<file path="src/rtl/esc_framer_pkg.sv">
package esc_framer_pkg;

    localparam int BYTE_W = 8;

    localparam logic [BYTE_W-1:0] K_START   = 8'h7A;
    localparam logic [BYTE_W-1:0] K_END     = 8'h7B;
    localparam logic [BYTE_W-1:0] K_CHMARK  = 8'h7C;
    localparam logic [BYTE_W-1:0] K_PKT_ESC = 8'h7D;
    localparam logic [BYTE_W-1:0] K_IDLE    = 8'h4A;
    localparam logic [BYTE_W-1:0] K_PHY_ESC = 8'h4D;
    localparam logic [BYTE_W-1:0] K_FOLD    = 8'h20;

    typedef enum logic [2:0] {
        ST_IDLE,
        ST_CHMARK,
        ST_CHNUM,
        ST_BODY,
        ST_FOLDED
    } fr_state_e;

    typedef struct packed {
        logic              esc;
        logic [BYTE_W-1:0] prefix;
        logic [BYTE_W-1:0] folded;
    } esc_info_t;

    function automatic esc_info_t classify(input logic [BYTE_W-1:0] b);
        esc_info_t r;
        r.folded = b ^ K_FOLD;
        r.esc    = 1'b0;
        r.prefix = K_PKT_ESC;
        if (b == K_START || b == K_END || b == K_CHMARK || b == K_PKT_ESC) begin
            r.esc    = 1'b1;
            r.prefix = K_PKT_ESC;
        end else if (b == K_IDLE || b == K_PHY_ESC) begin
            r.esc    = 1'b1;
            r.prefix = K_PHY_ESC;
        end
        return r;
    endfunction

endpackage

</file>
<file path="src/rtl/esc_classify.sv">
module esc_classify
    import esc_framer_pkg::*;
(
    input  logic [BYTE_W-1:0] byte_in,
    output esc_info_t         info
);
    always_comb info = classify(byte_in);
endmodule

</file>
<file path="src/rtl/esc_framer_fsm.sv">
module esc_framer_fsm
    import esc_framer_pkg::*;
#(
    parameter logic [BYTE_W-1:0] CHANNEL_ID = 8'h00
) (
    input  logic              clk,
    input  logic              rst,
    input  logic [BYTE_W-1:0] in_data,
    input  logic              in_last,
    input  logic              in_valid,
    input  esc_info_t         info,
    input  logic              out_strobe,
    output logic              in_ready,
    output logic [BYTE_W-1:0] out_byte
);
    fr_state_e state_q, state_d;
    logic      end_sent_q, end_sent_d;

    always_ff @(posedge clk) begin
        if (rst) begin
            state_q    <= ST_IDLE;
            end_sent_q <= 1'b0;
        end else begin
            state_q    <= state_d;
            end_sent_q <= end_sent_d;
        end
    end

    always_comb begin
        state_d    = state_q;
        end_sent_d = end_sent_q;
        out_byte   = K_IDLE;
        in_ready   = 1'b0;
        case (state_q)
            ST_IDLE: begin
                if (in_valid) begin
                    out_byte = K_START;
                    if (out_strobe) state_d = ST_CHMARK;
                end
            end
            ST_CHMARK: begin
                out_byte = K_CHMARK;
                if (out_strobe) state_d = ST_CHNUM;
            end
            ST_CHNUM: begin
                out_byte = CHANNEL_ID;
                if (out_strobe) state_d = ST_BODY;
            end
            ST_BODY: begin
                if (in_valid) begin
                    if (in_last && !end_sent_q) begin
                        out_byte = K_END;
                        if (out_strobe) end_sent_d = 1'b1;
                    end else if (info.esc) begin
                        out_byte = info.prefix;
                        if (out_strobe) state_d = ST_FOLDED;
                    end else begin
                        out_byte = in_data;
                        in_ready = out_strobe;
                        if (out_strobe && in_last) begin
                            state_d    = ST_IDLE;
                            end_sent_d = 1'b0;
                        end
                    end
                end
            end
            ST_FOLDED: begin
                out_byte = info.folded;
                in_ready = out_strobe;
                if (out_strobe) begin
                    state_d = in_last ? ST_IDLE : ST_BODY;
                    if (in_last) end_sent_d = 1'b0;
                end
            end
            default: state_d = ST_IDLE;
        endcase
    end
endmodule

</file>
<file path="src/rtl/esc_framer.sv">
module esc_framer
    import esc_framer_pkg::*;
#(
    parameter logic [7:0] CHANNEL_ID = 8'h00
) (
    input  logic       clk,
    input  logic       rst,
    input  logic [7:0] in_data,
    input  logic       in_last,
    input  logic       in_valid,
    output logic       in_ready,
    input  logic       out_strobe,
    output logic [7:0] out_byte
);
    esc_info_t info;

    esc_classify u_cls (
        .byte_in (in_data),
        .info    (info)
    );

    esc_framer_fsm #(.CHANNEL_ID(CHANNEL_ID)) u_fsm (
        .clk        (clk),
        .rst        (rst),
        .in_data    (in_data),
        .in_last    (in_last),
        .in_valid   (in_valid),
        .info       (info),
        .out_strobe (out_strobe),
        .in_ready   (in_ready),
        .out_byte   (out_byte)
    );
endmodule

</file>
<file path="config.mk">
export PLATFORM = sky130hd
export DESIGN_NAME = esc_framer
export DESIGN_NICKNAME = d
export VERILOG_FILES = /design/src/rtl/esc_framer_pkg.sv /design/src/rtl/esc_classify.sv /design/src/rtl/esc_framer_fsm.sv /design/src/rtl/esc_framer.sv
export SDC_FILE = /design/constraint.sdc
export NUM_CORES = 1
export LEC_CHECK = 0
export BUFFER_PORTS_ARGS = -buffer_cell sky130_fd_sc_hd__buf_2
export CORE_MARGIN = 2
export CORE_UTILIZATION = 50
export DETAILED_ROUTE_END_ITERATION = 8
export PLACE_DENSITY = 0.77
export SETUP_SLACK_MARGIN = 0.4
export SYNTH_ARGS = -nofsm -noshare
export SYNTH_HDL_FRONTEND = slang
export SYNTH_HIERARCHICAL = 1
export SYNTH_SLANG_ARGS = --single-unit
</file>
<file path="constraint.sdc">
create_clock -name clk -period 1.5 [get_ports clk]
set_input_delay 0 -clock clk [delete_from_list [all_inputs] [get_ports clk]]
set_output_delay 0 -clock clk [all_outputs]
set_load 0.01 [all_outputs]
</file>
==> results.ini <==
[floorplan]
die_height_microns=43.0
dieArea_sq_um=1850
coreArea_sq_um=1470
io_pins=22
rows=14
dieWidth_microns=43.0
initial_core_util_pct=51.7

[grt]
grt_use_total_pct=22.8
gr-usage-met2_pct=42.1
overflow=0
first_global_vias=746
use_met1_pct=26.3
antenna_found_initial=0
grt_max_degree=14
grt_pass1_wl_microns=3240
grt_use_met3_pct=4.68
grt.busiest_layer=met2

[synthesis]
syn-instance-count=109
synthXorXnorAreaFrac_pct=0
muxShareOfSynthArea_pct=13.8
synth-compound-area-share_pct=28.0
synthArstFlopShare_pct=0
synth_edf_count=0
yosys_register_bits=4
yosys.area_share.simple_pct=26.0
seq_area_frac_synth_pct=10.5
syn_avg_cell_area_sq_um=6.98
yosysWarnings=6
synth.distinct_cells=38
synth_top_family_by_area=compound AO/OA/AOI/OAI gates
syn_area_sq_um=761
synth-adder-area-share_pct=0
dominantRegCellSynth=dfxtp_1

[place]
post_dp_cell_area_sq_um=791
io_buffers=21
gp_congestion=0.805
dpl.cell_count=131
dp_hpwl_microns=1190

[timing]
finalCritPeriodShare_pct=102
finalSetupViolations=1
worst_clock_skew_ps=1.34
rsz0062_at_grt=true
fin_ws_ps=-36.9
holdWs_ps=163
timing.fmax_ghz=0.651
fin_setup_tns_ps=-36.9
finalHoldViolations=0
drv_slew=0
final.min_clock_period_ps=1540

[final_layout]
stdcell_area_sq_um=1040
stdcell_count=149
post-route-util_pct=70.8
final_cell_mix=18 x buf_2, 14 x buf_4, 8 x nand2_1, 8 x nor2_1, 6 x conb_1
drive_gt1_share_pct=49.6
antenna_cells=0
areaGrowthSynthToFinish_pct=37.0
layout_commonest_cell=buf_2
fin_nets=148

[clock_network]
cts_made_buffers=3
clockBufferDepth=2
cts.clk_slew.worst_paths_ps=30
clock_latency_ps=230
htree_num_levels=1
cts.sinks=4
tritoncts=built
cts_root_buf=clkbuf_4

[power_and_ir_drop]
seqPwrFrac_pct=25.4
p_comb_share_pct=46.4
p_int_uw=301
swShare_pct=35.2
p_sw_uw=164
ir_worst_vdd_mv=0.411
powerDensity_nw_per_um2=446
p_leak_nw=0.475
clockPowerShare_pct=28.2

[drt]
vias_per_cell=5.87
drc_errors=0
vias=875
wirelength_microns=2210
postRouteAntennaNets=0
wl_per_cell_microns=14.8
drt_first_pass_iters=4
drtIter0Drc=24

[critical_path]
crit_chain=buf_6 > and2_4 > o2111ai_4 > o21ai_4 > buf_6 > buf_4 > mux2i_2 > nand2_1 > a32o_1 > buf_2
crit_buf_inv=4
slowest_stage=a32o_1
timing.rr.end=u_fsm/state_q[2]$_SDFFE_PP0P_
arrival_ps=1540
reg2reg_from=u_fsm/state_q[0]$_SDFFE_PP0P_
endpoint_kind=primary output
criticalPathCategory=in2out
r2r_slack_ps=240
rr_worst_depth=4
path_common_cell=buf_6
path_max_fanout=5
critical_path.max_stage_delay_ps=250
crit_required_ps=1500
critPathTopFamily=compound AO/OA/AOI/OAI gates
start_kind=input port

[status]
outcome=complete, but fails checks
violations=negative setup slack

[min_path]
min_to=u_fsm/state_q[1]$_SDFFE_PP0P_
hold_depth=3
hold_path.class=in2reg
hp-start=out_strobe

[flow_run]
drv_cap=0

[final cells by class]
| cell class | count | area, sq um |
|---|---|---|
| repair buffers | 38 | 262 |
| well taps | 16 | 20.0 |
| fillers | 118 | 429 |
| multi-input cells | 84 | 631 |
| flip-flops and latches | 4 | 92.6 |
| clock buffers | 3 | 22.5 |
| inverters | 4 | 15.0 |
[kinds of logic after synthesis]
family / Yosys count
and+or+nand+nor: 36
buffers and inverters: 25
AOI/OAI and AO/OA: 32
DFF: 4
muxes: 10
other: 2
[worst min-delay path: stages]
cell and delay [ps]:
buf_2 170, a311oi_1 110, nor2_1 70
[through the flow]
stage	total power, mW	worst slack [ps]
floorplan	0.252	348
global placement	0.272	43.1
detailed placement	0.275	-19.2
CTS	0.444	71.2
global route	0.497	-67.7
finish	0.465	-36.9
[Yosys cell counts (all sizes together), types with 2 or more instances]
| library cell | number | area (sq um) |
|---|---|---|
| nor2 | 8 | 30.0 |
| a21oi | 8 | 43.8 |
| and2 | 2 | 15.0 |
| nand3 | 2 | 10.0 |
| mux2i | 6 | 60.1 |
| nor3 | 3 | 15.0 |
| a31oi | 3 | 18.8 |
| o21ai | 9 | 45.0 |
| dfxtp | 4 | 80.1 |
| nand3b | 3 | 26.3 |
| inv | 4 | 15.0 |
| nand2 | 9 | 33.8 |
| o22ai | 2 | 12.5 |
| conb | 2 | 7.51 |
| buf | 19 | 135 |
| clkbuf | 2 | 7.51 |
| nor2b | 2 | 12.5 |
| mux2 | 4 | 45.0 |
| nand2b | 3 | 18.8 |
| and3b | 2 | 18.8 |
[worst max-delay path by stage]
stage / to / from / cells past startpoint
floorplan: out_byte[4] / in_data[7] / 8
global placement: out_byte[5] / in_data[7] / 10
detailed placement: out_byte[4] / in_data[7] / 10
CTS: out_byte[0] / in_data[4] / 10
global route: out_byte[4] / in_data[7] / 10
finish: out_byte[0] / in_data[4] / 10
[power groups by stage]
stage                     Combinational [mW]  Clock (mW)  Sequential (mW)
final                                  0.216       0.131            0.118
after global routing                   0.232       0.147            0.119
after CTS                              0.192       0.136            0.116
after detailed placement               0.146           0            0.128
after global placement                 0.144           0            0.129
after floorplan                        0.134           0            0.118
[state kept, by name (all words and copies together) (netlist names)]
register          count
u_fsm/end_sent_q      1
u_fsm/state_q         3
[per-layer routing]
layer	vias up	routed length [microns]
met4	0	0
met1	413	926
li1	422	-
met2	40	1160
met5	-	0
met3	0	127
[timing repair]
action	in CTS	in global routing
setup endpoints to repair	13	13
hold buffers	1	0
gates resized for setup	21	11
pin swaps	10	10
cloned	0	0
hold endpoints to repair	4	0
buffers inserted	11	3
(Power assumes the default switching activity.)
